===== config.mk =====
export PLATFORM = sky130hd
export DESIGN_NAME = mc_core
export DESIGN_NICKNAME = d
export VERILOG_FILES = /design/src/rtl/mc_pkg.sv /design/src/rtl/mc_decode.sv /design/src/rtl/mc_regfile.sv /design/src/rtl/mc_core.sv
export SDC_FILE = /design/constraint.sdc
export NUM_CORES = 2
export LEC_CHECK = 0
export BUFFER_PORTS_ARGS = -buffer_cell sky130_fd_sc_hd__clkbuf_2
export CORE_MARGIN = 4
export CORE_UTILIZATION = 43
export DETAILED_ROUTE_END_ITERATION = 10
export GPL_TIMING_DRIVEN = 0
export PLACE_DENSITY = 0.62
export SYNTH_ARGS = -nofsm -noshare
export SYNTH_HDL_FRONTEND = slang
export SYNTH_HIERARCHICAL = 1
export SYNTH_SLANG_ARGS = --single-unit

===== constraint.sdc =====
create_clock -name clk -period 15.4 [get_ports clk]
set_input_delay 1.54 -clock clk [delete_from_list [all_inputs] [get_ports clk]]
set_output_delay 1.54 -clock clk [all_outputs]
set_load 0.005 [all_outputs]

===== src/rtl/mc_pkg.sv =====
package mc_pkg;

    localparam int XLEN    = 32;
    localparam int REG_AW  = 5;
    localparam int NREG    = 1 << REG_AW;
    localparam int IMM_W   = 16;
    localparam int JIDX_W  = 26;
    localparam int LINK_RG = NREG - 1;

    localparam logic [5:0] OPC_SPECIAL = 6'd0;
    localparam logic [5:0] OPC_JUMP    = 6'd2;
    localparam logic [5:0] OPC_JLINK   = 6'd3;
    localparam logic [5:0] OPC_BREQ    = 6'd4;
    localparam logic [5:0] OPC_LOADW   = 6'd35;
    localparam logic [5:0] OPC_STOREW  = 6'd43;
    localparam logic [5:0] FN_SUM      = 6'd32;
    localparam logic [5:0] FN_JREG     = 6'd8;

    typedef enum logic [2:0] {
        ST_FETCH,
        ST_IRLD,
        ST_DECODE,
        ST_EXEC,
        ST_MEM,
        ST_MWAIT,
        ST_WB
    } step_e;

    typedef enum logic [2:0] {
        K_ADD,
        K_LW,
        K_SW,
        K_BEQ,
        K_J,
        K_JAL,
        K_JR,
        K_BAD
    } kind_e;

    typedef struct packed {
        step_e             step;
        logic [XLEN-1:0]   pc;
        logic [XLEN-1:0]   ir;
        logic [XLEN-1:0]   a;
        logic [XLEN-1:0]   b;
        logic [XLEN-1:0]   sum;
        logic [XLEN-1:0]   mdr;
    } core_s;

endpackage


===== src/rtl/mc_decode.sv =====
module mc_decode
    import mc_pkg::*;
(
    input  logic [XLEN-1:0]   ir,
    output kind_e             kind,
    output logic [REG_AW-1:0] rs,
    output logic [REG_AW-1:0] rt,
    output logic [REG_AW-1:0] rd,
    output logic [XLEN-1:0]   imm_se,
    output logic [JIDX_W-1:0] jidx
);

    logic [5:0] opc;
    logic [5:0] fn;
    logic       shamt_zero;

    always_comb begin
        opc        = ir[31:26];
        fn         = ir[5:0];
        shamt_zero = (ir[10:6] == 5'd0);
        rs         = ir[25:21];
        rt         = ir[20:16];
        rd         = ir[15:11];
        imm_se     = {{(XLEN-IMM_W){ir[IMM_W-1]}}, ir[IMM_W-1:0]};
        jidx       = ir[JIDX_W-1:0];

        kind = K_BAD;
        case (opc)
            OPC_SPECIAL: begin
                if (shamt_zero && fn == FN_SUM)
                    kind = K_ADD;
                else if (shamt_zero && fn == FN_JREG)
                    kind = K_JR;
            end
            OPC_JUMP:   kind = K_J;
            OPC_JLINK:  kind = K_JAL;
            OPC_BREQ:   kind = K_BEQ;
            OPC_LOADW:  kind = K_LW;
            OPC_STOREW: kind = K_SW;
            default:    kind = K_BAD;
        endcase
    end

    // a word with a nonzero shift field never decodes as add or jr
    always_comb begin
        a_r11_shamt_guard: assert (!((kind == K_ADD || kind == K_JR) && !shamt_zero));
    end

endmodule


===== src/rtl/mc_regfile.sv =====
module mc_regfile #(
    parameter int W  = 32,
    parameter int AW = 5
) (
    input  logic          clk,
    input  logic          rst_n,
    input  logic [AW-1:0] ra_a,
    input  logic [AW-1:0] ra_b,
    output logic [W-1:0]  rdat_a,
    output logic [W-1:0]  rdat_b,
    input  logic          wr_en,
    input  logic [AW-1:0] wr_sel,
    input  logic [W-1:0]  wr_dat
);

    localparam int N = 1 << AW;

    logic [W-1:0] regs_q [N];
    logic [W-1:0] regs_d [N];

    always_comb begin
        for (int i = 0; i < N; i++) regs_d[i] = regs_q[i];
        if (wr_en && wr_sel != '0) regs_d[wr_sel] = wr_dat;
        regs_d[0] = '0;
    end

    always_ff @(posedge clk or negedge rst_n) begin
        if (!rst_n) begin
            for (int i = 0; i < N; i++) regs_q[i] <= '0;
        end else begin
            for (int i = 0; i < N; i++) regs_q[i] <= regs_d[i];
        end
    end

    assign rdat_a = (ra_a == '0) ? '0 : regs_q[ra_a];
    assign rdat_b = (ra_b == '0) ? '0 : regs_q[ra_b];

    // a write to a nonzero register is visible on the next cycle
    a_r3_write_lands: assert property (@(posedge clk) disable iff (!rst_n)
        (wr_en && wr_sel != '0) |=> (regs_q[$past(wr_sel)] == $past(wr_dat)));

endmodule


===== src/rtl/mc_core.sv =====
module mc_core
    import mc_pkg::*;
(
    input  logic            clk,
    input  logic            rst_n,
    output logic [XLEN-1:0] mem_addr,
    output logic [XLEN-1:0] mem_wdata,
    output logic            mem_we,
    input  logic [XLEN-1:0] mem_rdata
);

    core_s q, d;

    kind_e             kind;
    logic [REG_AW-1:0] rs, rt, rd;
    logic [XLEN-1:0]   imm_se;
    logic [JIDX_W-1:0] jidx;

    logic [XLEN-1:0]   rdat_a, rdat_b;
    logic              rf_we;
    logic [REG_AW-1:0] rf_wa;
    logic [XLEN-1:0]   rf_wd;

    mc_decode u_dec (
        .ir     (q.ir),
        .kind   (kind),
        .rs     (rs),
        .rt     (rt),
        .rd     (rd),
        .imm_se (imm_se),
        .jidx   (jidx)
    );

    mc_regfile #(
        .W  (XLEN),
        .AW (REG_AW)
    ) u_rf (
        .clk    (clk),
        .rst_n  (rst_n),
        .ra_a   (rs),
        .ra_b   (rt),
        .rdat_a (rdat_a),
        .rdat_b (rdat_b),
        .wr_en  (rf_we),
        .wr_sel (rf_wa),
        .wr_dat (rf_wd)
    );

    always_comb begin
        d         = q;
        mem_addr  = q.pc;
        mem_wdata = q.b;
        mem_we    = 1'b0;
        rf_we     = 1'b0;
        rf_wa     = '0;
        rf_wd     = '0;

        case (q.step)
            ST_FETCH: begin
                d.pc   = q.pc + XLEN'(4);
                d.step = ST_IRLD;
            end
            ST_IRLD: begin
                d.ir   = mem_rdata;
                d.step = ST_DECODE;
            end
            ST_DECODE: begin
                d.a    = rdat_a;
                d.b    = rdat_b;
                d.sum  = q.pc + (imm_se << 2);
                d.step = (kind == K_BAD) ? ST_FETCH : ST_EXEC;
            end
            ST_EXEC: begin
                d.step = ST_FETCH;
                case (kind)
                    K_ADD: begin
                        d.sum  = q.a + q.b;
                        d.step = ST_WB;
                    end
                    K_LW, K_SW: begin
                        d.sum  = q.a + imm_se;
                        d.step = ST_MEM;
                    end
                    K_BEQ: begin
                        if ((q.a - q.b) == '0) d.pc = q.sum;
                    end
                    K_J: begin
                        d.pc = {q.pc[XLEN-1:JIDX_W+2], jidx, 2'b00};
                    end
                    K_JAL: begin
                        d.pc  = {q.pc[XLEN-1:JIDX_W+2], jidx, 2'b00};
                        rf_we = 1'b1;
                        rf_wa = REG_AW'(LINK_RG);
                        rf_wd = q.pc;
                    end
                    K_JR: begin
                        d.pc = q.a;
                    end
                    default: d.step = ST_FETCH;
                endcase
            end
            ST_MEM: begin
                mem_addr = q.sum;
                if (kind == K_SW) begin
                    mem_we = 1'b1;
                    d.step = ST_FETCH;
                end else begin
                    d.step = ST_MWAIT;
                end
            end
            ST_MWAIT: begin
                mem_addr = q.sum;
                d.mdr    = mem_rdata;
                d.step   = ST_WB;
            end
            ST_WB: begin
                rf_we  = 1'b1;
                rf_wa  = (kind == K_LW) ? rt : rd;
                rf_wd  = (kind == K_LW) ? q.mdr : q.sum;
                d.step = ST_FETCH;
            end
            default: d.step = ST_FETCH;
        endcase
    end

    always_ff @(posedge clk or negedge rst_n) begin
        if (!rst_n) q <= '0;
        else        q <= d;
    end

    // a fetch step advances PC by one word
    a_r2_pc_step: assert property (@(posedge clk) disable iff (!rst_n)
        (q.step == ST_FETCH) |=> (q.pc == $past(q.pc) + XLEN'(4)));

    // the instruction register takes the word returned after the fetch
    a_r2_ir_capture: assert property (@(posedge clk) disable iff (!rst_n)
        (q.step == ST_IRLD) |=> (q.ir == $past(mem_rdata)));

    // store strobe lasts one cycle
    a_r5_we_single: assert property (@(posedge clk) disable iff (!rst_n)
        mem_we |=> !mem_we);

    // store strobe only follows an execute step
    a_r5_we_after_exec: assert property (@(posedge clk) disable iff (!rst_n)
        mem_we |-> ($past(q.step) == ST_EXEC));

    // an unequal compare leaves PC alone
    a_r6_beq_fallthru: assert property (@(posedge clk) disable iff (!rst_n)
        (q.step == ST_EXEC && kind == K_BEQ && q.a != q.b) |=> $stable(q.pc));

    // operand latch from register 0 is zero
    a_r10_zero_operand: assert property (@(posedge clk) disable iff (!rst_n)
        (q.step == ST_DECODE && rs == '0) |=> (q.a == '0));

    // an unknown word returns to fetch with PC unchanged
    a_r11_bad_returns: assert property (@(posedge clk) disable iff (!rst_n)
        (q.step == ST_DECODE && kind == K_BAD) |=> (q.step == ST_FETCH && $stable(q.pc)));

endmodule


# [Yosys cells after proc, flatten, opt, wreduce, memory -nomap -nowiden]
# Index checks and enable logic that the tools add are counted.
[classes] add_sub_neg=5 magnitude_cmp=4 eq_ne=25 mux=34 bitwise_logic=3 n_reduce_logical=20
[ops] cell="bitwise mux 1024 bit" count=1
[ops] cell="2-to-1 mux 32 bit" count=11
[ops] cell="binary-select mux 32 bit (select 5 bit)" count=2
[ops] cell="case mux 32 bit (2 select lines)" count=4
[ops] cell="demux 32 bit (select 5 bit)" count=1
[ops] cell="adder 32 bit" count=3
[ops] cell="case mux 32 bit (3 select lines)" count=1
[ops] cell="case mux 3 bit (6 select lines)" count=2
[ops] cell="adder 32 x 3 -> 32 bit, second input constant" count=1
[ops] cell="zero test 32 bit" count=1
[ops] cell="subtractor 32 bit" count=1
[ops] cell="== test 3 bit, second input constant" count=7
[ops] cell="== test 6 bit, second input constant" count=3
[ops] cell=">= comparator 6 bit, second input constant" count=3
[ops] cell="inverter 5 -> 6 bit" count=3
[ops] cell="zero test 5 bit" count=3
[ops] cell="== test 3 x 2 -> 1 bit, second input constant" count=4
[ops] cell="== test 6 x 2 -> 1 bit, second input constant" count=2
[ops] cell="2-to-1 mux 5 bit" count=2
[ops] cell="case mux 5 bit (2 select lines)" count=1
[ops] cell="== test 3 x 1 -> 1 bit, second input constant" count=2
[ops] cell="== test 6 x 3 -> 1 bit, second input constant" count=1
[ops] cell="== test 6 x 4 -> 1 bit, second input constant" count=1
[ops] cell="zero test 3 bit" count=2
[ops] cell="other kinds (18)" count=29
[word_totals] regBits=1187 in_bits=34

# [Logic depth before layout (Yosys ltp)]
[logic_depth] word_depth=14 ltp_mapped=22 depth_no_buf=19

# [Modules after synthesis]
# The synthesis kept the hierarchy.
[modules_own_cells] module="mc_regfile" instances=1 cells_per_inst=3763 area_each_um2=53583.9 seq_area_each_um2=24823.8
[modules_own_cells] module="mc_core" instances=1 cells_per_inst=1816 area_each_um2=15564.9 seq_area_each_um2=4879.7
[modules_own_cells] module="mc_decode" instances=1 cells_per_inst=92 area_each_um2=683.2 seq_area_each_um2=0.0

# [Worst setup path after synthesis]
# No wires, ideal clock.
[synth_timing] path_type="reg-to-reg" start="register q[134] in the netlist's numbering" end="register q[58] in the netlist's numbering" arrival_time_ns=5.378 t_required_ns=15.282 slack_ns=9.904 stages_incl_launch_ff=21 period_less_slack_ns=5.496 path_cell_list="dfrtp_1 > or4_4 > o41ai_2 > o211ai_1 > nand2b_1 > clkbuf_1 > a21oi_1 > mux2_2 > ha_1 > fa_1 > a21o_1 > a21oi_1 > nand2b_1 > a2111oi_0 > o31ai_1 > a31oi_1 > o41ai_1 > a21boi_0 > or3_1 > a32o_1 > a21o_1"
[synth_between] elab_cells_between_ends=16 cone_classes="add/sub: 2; eq/ne: 3; mux: 5; reduce/logical: 6"
[synth_rtl] item="start: declaration" line_no="mc_core.sv:12" text="core_s q, d;"
[synth_rtl] item="start signal: assignment" line_no="mc_core.sv:127" text="if (!rst_n) q <= '0;"
[synth_rtl] item="start signal: assignment" line_no="mc_core.sv:128" text="else q <= d;"
[synth_rtl] item="zero test 5 bit (*)" line_no="mc_decode.sv:20" text="shamt_zero = (ir[10:6] == 5'd0);"
[synth_rtl] item="logical AND 1 bit (*)" line_no="mc_decode.sv:30" text="if (shamt_zero && fn == FN_SUM)"
[synth_rtl] item="2-to-1 mux 3 bit (*)" line_no="mc_decode.sv:30"
[synth_rtl] item="case mux 3 bit (6 select lines) (*)" line_no="mc_decode.sv:28" text="case (opc)"
[synth_rtl] item="net kind[1]" line_no="mc_core.sv:14" text="kind_e kind;"
[synth_rtl] item="== test 3 x 2 -> 1 bit or == test 3 x 1 -> 1 bit (tied branches)" line_no="mc_core.sv:75" text="case (kind)"
[synth_rtl] item="OR reduction 2 bit" line_no="mc_core.sv:75"
[synth_rtl] item="case mux 32 bit (2 select lines) or inequality test 3 x 1 -> 1 bit (tied branches)"
[synth_rtl] item="case mux 32 bit (2 select lines) or AND reduction 2 bit (tied branches)"
# The timed path passes the listed nets; every way through them passes the cells marked *.
# A chain may end at the register's enable or synchronous reset.

# [Final worst setup path]
[layout_timing] start="register q[137] in the netlist's numbering" end="register q[58] in the netlist's numbering"
# Same word-level chain as after synthesis.

==> impl_metrics.yaml <==
yosys:
  synth_area_leaders: "dfrtp_1, mux2_2, mux4_2, mux2i_1, nand2_1"
  syn_area_per_cell_um2: 12.31
  yosysSeqAreaShare_pct: 42.54
  synth_nets: 5799
  synth_seq_cells: 1187
  synth_area_leader_cell: "dfrtp_1"
  yosys_warnings: 6
  synthArstFlopShare_pct: 100.0
  syn_inst: 5671
  synth.top_cell.area_share_pct: 42.54
  syn_area_mm2: 0.06983
  synth_cell_types: 94
  synth_edf_count: 0
  synthFlopType: "dfrtp_1"
  synth_common_cells: "mux2_2, dfrtp_1, mux4_2"
  post-synth-top-count-cell: "mux2_2"
power_and_ir_drop:
  vdd_drop_max_v: 0.0001263
  power.density_mw_per_mm2: 174.2
  p_leak_nw: 35.54
  design_power_total_mw: 13.59
final_layout:
  final_core_util_pct: 48.47
  instances_no_fill: 8198
  stdcell_area_mm2: 0.07800
  area_growth_pct: 11.70
  fin_nets: 6059
  drive_gt1_share_pct: 36.85
sta:
  drv_slew: 24
  fmax_mhz: 130.4
  fin_ws_ns: 7.734
  grt_setup_unrepaired: "no"
  layout_min_cycle_time_ns: 7.666
  hold_viol: 0
  hold_ws_ns: 0.5121
  relSlewSlack_pct: -2.350
  setup_viol: 0
  finalClockSkew_ns: 0.06342
  worst_slew_pin_slew_ns: 1.535
  tns_ns: 0
  period_share_pct: 49.78
clock_network:
  hold_buffers: 0
  cts_root_buf: "clkbuf_16"
  cts_buffers: 136
  cts_resized: 0
  htreeDepth: 4
  worstSkewPairLatency_ns: 0.81
  clockBufferDepth: 3
  post-cts-setup-buffers: 0
  cts_sinks: 1187
  clk_pin_slew_worst_paths_ns: 0.06
  cts_tree: "built"
placement:
  gp_congestion: 1.021
  portBuffers: 98
  place_area_mm2: 0.07346
  dp.cells: 7952
  pre_cts_ws_ns: 7.942
  detailed_place_hpwl_mm: 211.3
global_route:
  grt_pass1_wl_mm: 393.7
  antenna_found_initial: 22
  track_usage_pct: 32.53
  overflow: 0
  grt_start_max_net_pins: 110
  grt_pass1_vias: 52790
route:
  viasPerCell: 6.509
  drc: 0
  antenna_left: 0
  post_drt_wl_per_cell_um: 34.02
  drtPass1Iterations: 6
  routed_wl_mm: 278.9
  vias: 53360
  drtIter0Drc: 6832
floorplanning:
  initial_core_util_pct: 43.39
  die_h_um: 411.0
  fp.dieW_um: 411.0
  io_pins: 99
  dieArea_mm2: 0.1689
  rows: 147
  core_area_mm2: 0.1609
worst_setup_path:
  cp_slowest_stage_delay_ns: 0.98
  crit_type: "flip-flop to flip-flop"
  startpoint_type: "flip-flop"
  crit_required_ns: 16.09
  arrival_ns: 8.35
  critPathMaxFanout: 10
  critPathSlowestCell: "a21oi_1"
  crit_chain: "or4_4 -> o41ai_2 -> o211ai_1 -> nand2b_1 -> clkbuf_1 -> a21oi_1 -> clkbuf_1 -> nand2_1 -> o21ai_0 -> ha_1 -> inv_1 -> o21bai_1 -> a21oi_1 -> o22ai_1 -> o31ai_1 -> a31oi_1 -> o41ai_1 -> a21boi_0 -> or3_1 -> a32o_1 -> a21o_1"
  endpoint_kind: "flip-flop"
min_path:
  hold_path_class: "flip-flop to flip-flop"
run:
  max_cap_viol_count: 5
status:
  status: "complete, but fails checks"
  violations: "max-capacitance violations, max-slew violations"
## area by class of cell
cell class / instances / area (um^2)
fillers: 14500 / 82940
multi-input cells: 3806 / 36750
flip-flops and latches: 1187 / 29700
clock buffers: 190 / 3971
plain buffers: 593 / 3072
well taps: 2160 / 2703
repair buffers: 122 / 927.1
clock inverters: 44 / 528.0
inverters: 85 / 319.1
diodes: 11 / 27.53
## path summary, 6_finish.rpt
check | start | endpoint | slack, ns | cells after the start
max | q[137] | q[58] | 7.73 | 21
min | q[11] | q[11] | 0.51 | 1
max reg2reg | q[137] | q[58] | 7.73 | 21
min reg2reg | q[11] | q[11] | 0.51 | 1
max in group asynchronous | rst_n | u_rf/regs_q[295] | 11.83 | 6
min in group asynchronous | rst_n | u_rf/regs_q[792] | 0.77 | 1
## cells in the final DEF, fill, tap and decap left out, drive strengths merged, types with 72 or more instances in the layout
master and n:
dfrtp 1187, nor2 174, a221oi 74, ha 92, nor3 72, clkbuf 539, buf 366, nand2 384
inv 88, a21oi 275, o21ai 205, mux2 1198, mux4 400, mux2i 219
## power by group
part	total (mW)	switching (mW)	internal (mW)	leakage (nW)
combinational	6.53	4.31	2.23	17.1
sequential	3.74	0.424	3.31	16.2
clock	3.32	1.41	1.91	2.20
## registers in the layout, indices dropped and copies added (netlist names)
name,flops
u_rf/regs_q,992
q,163
mem_wdata,32
## cells by family (layout without fill, tap and decap cells)
group,Yosys count,count (layout),synth area share [%]
multiplexers,1817,1817,35.42
AND/OR/NAND/NOR,909,909,6.022
XOR/XNOR,59,59,0.7400
other,0,11,0
AO/OA/AOI/OAI,927,927,8.720
flip-flops,1187,1187,42.54
adder cells (fa/ha/maj),94,94,1.706
buffers and inverters,678,1034,4.854
## metal layers
metal | vias to the layer above | wire length (um) | global-route usage [%]
li1 | 21780 | - | -
met1 | 27840 | 107400 | 41.85
met2 | 3100 | 122700 | 48.70
met3 | 635 | 32360 | 11.08
met4 | 8 | 16320 | 17.01
met5 | - | 48 | 0
## critical path, delay by kind of cell, from the launching register on
| kind | cells | cell delay, ns |
|---|---|---|
| AOI/OAI and AO/OA | 13 | 4.58 |
| and+or+nand+nor | 4 | 1.28 |
| buffers and inverters | 3 | 0.82 |
| DFF | 1 | 0.43 |
| adders and majority gates | 1 | 0.43 |
(Power assumes the default switching activity.)
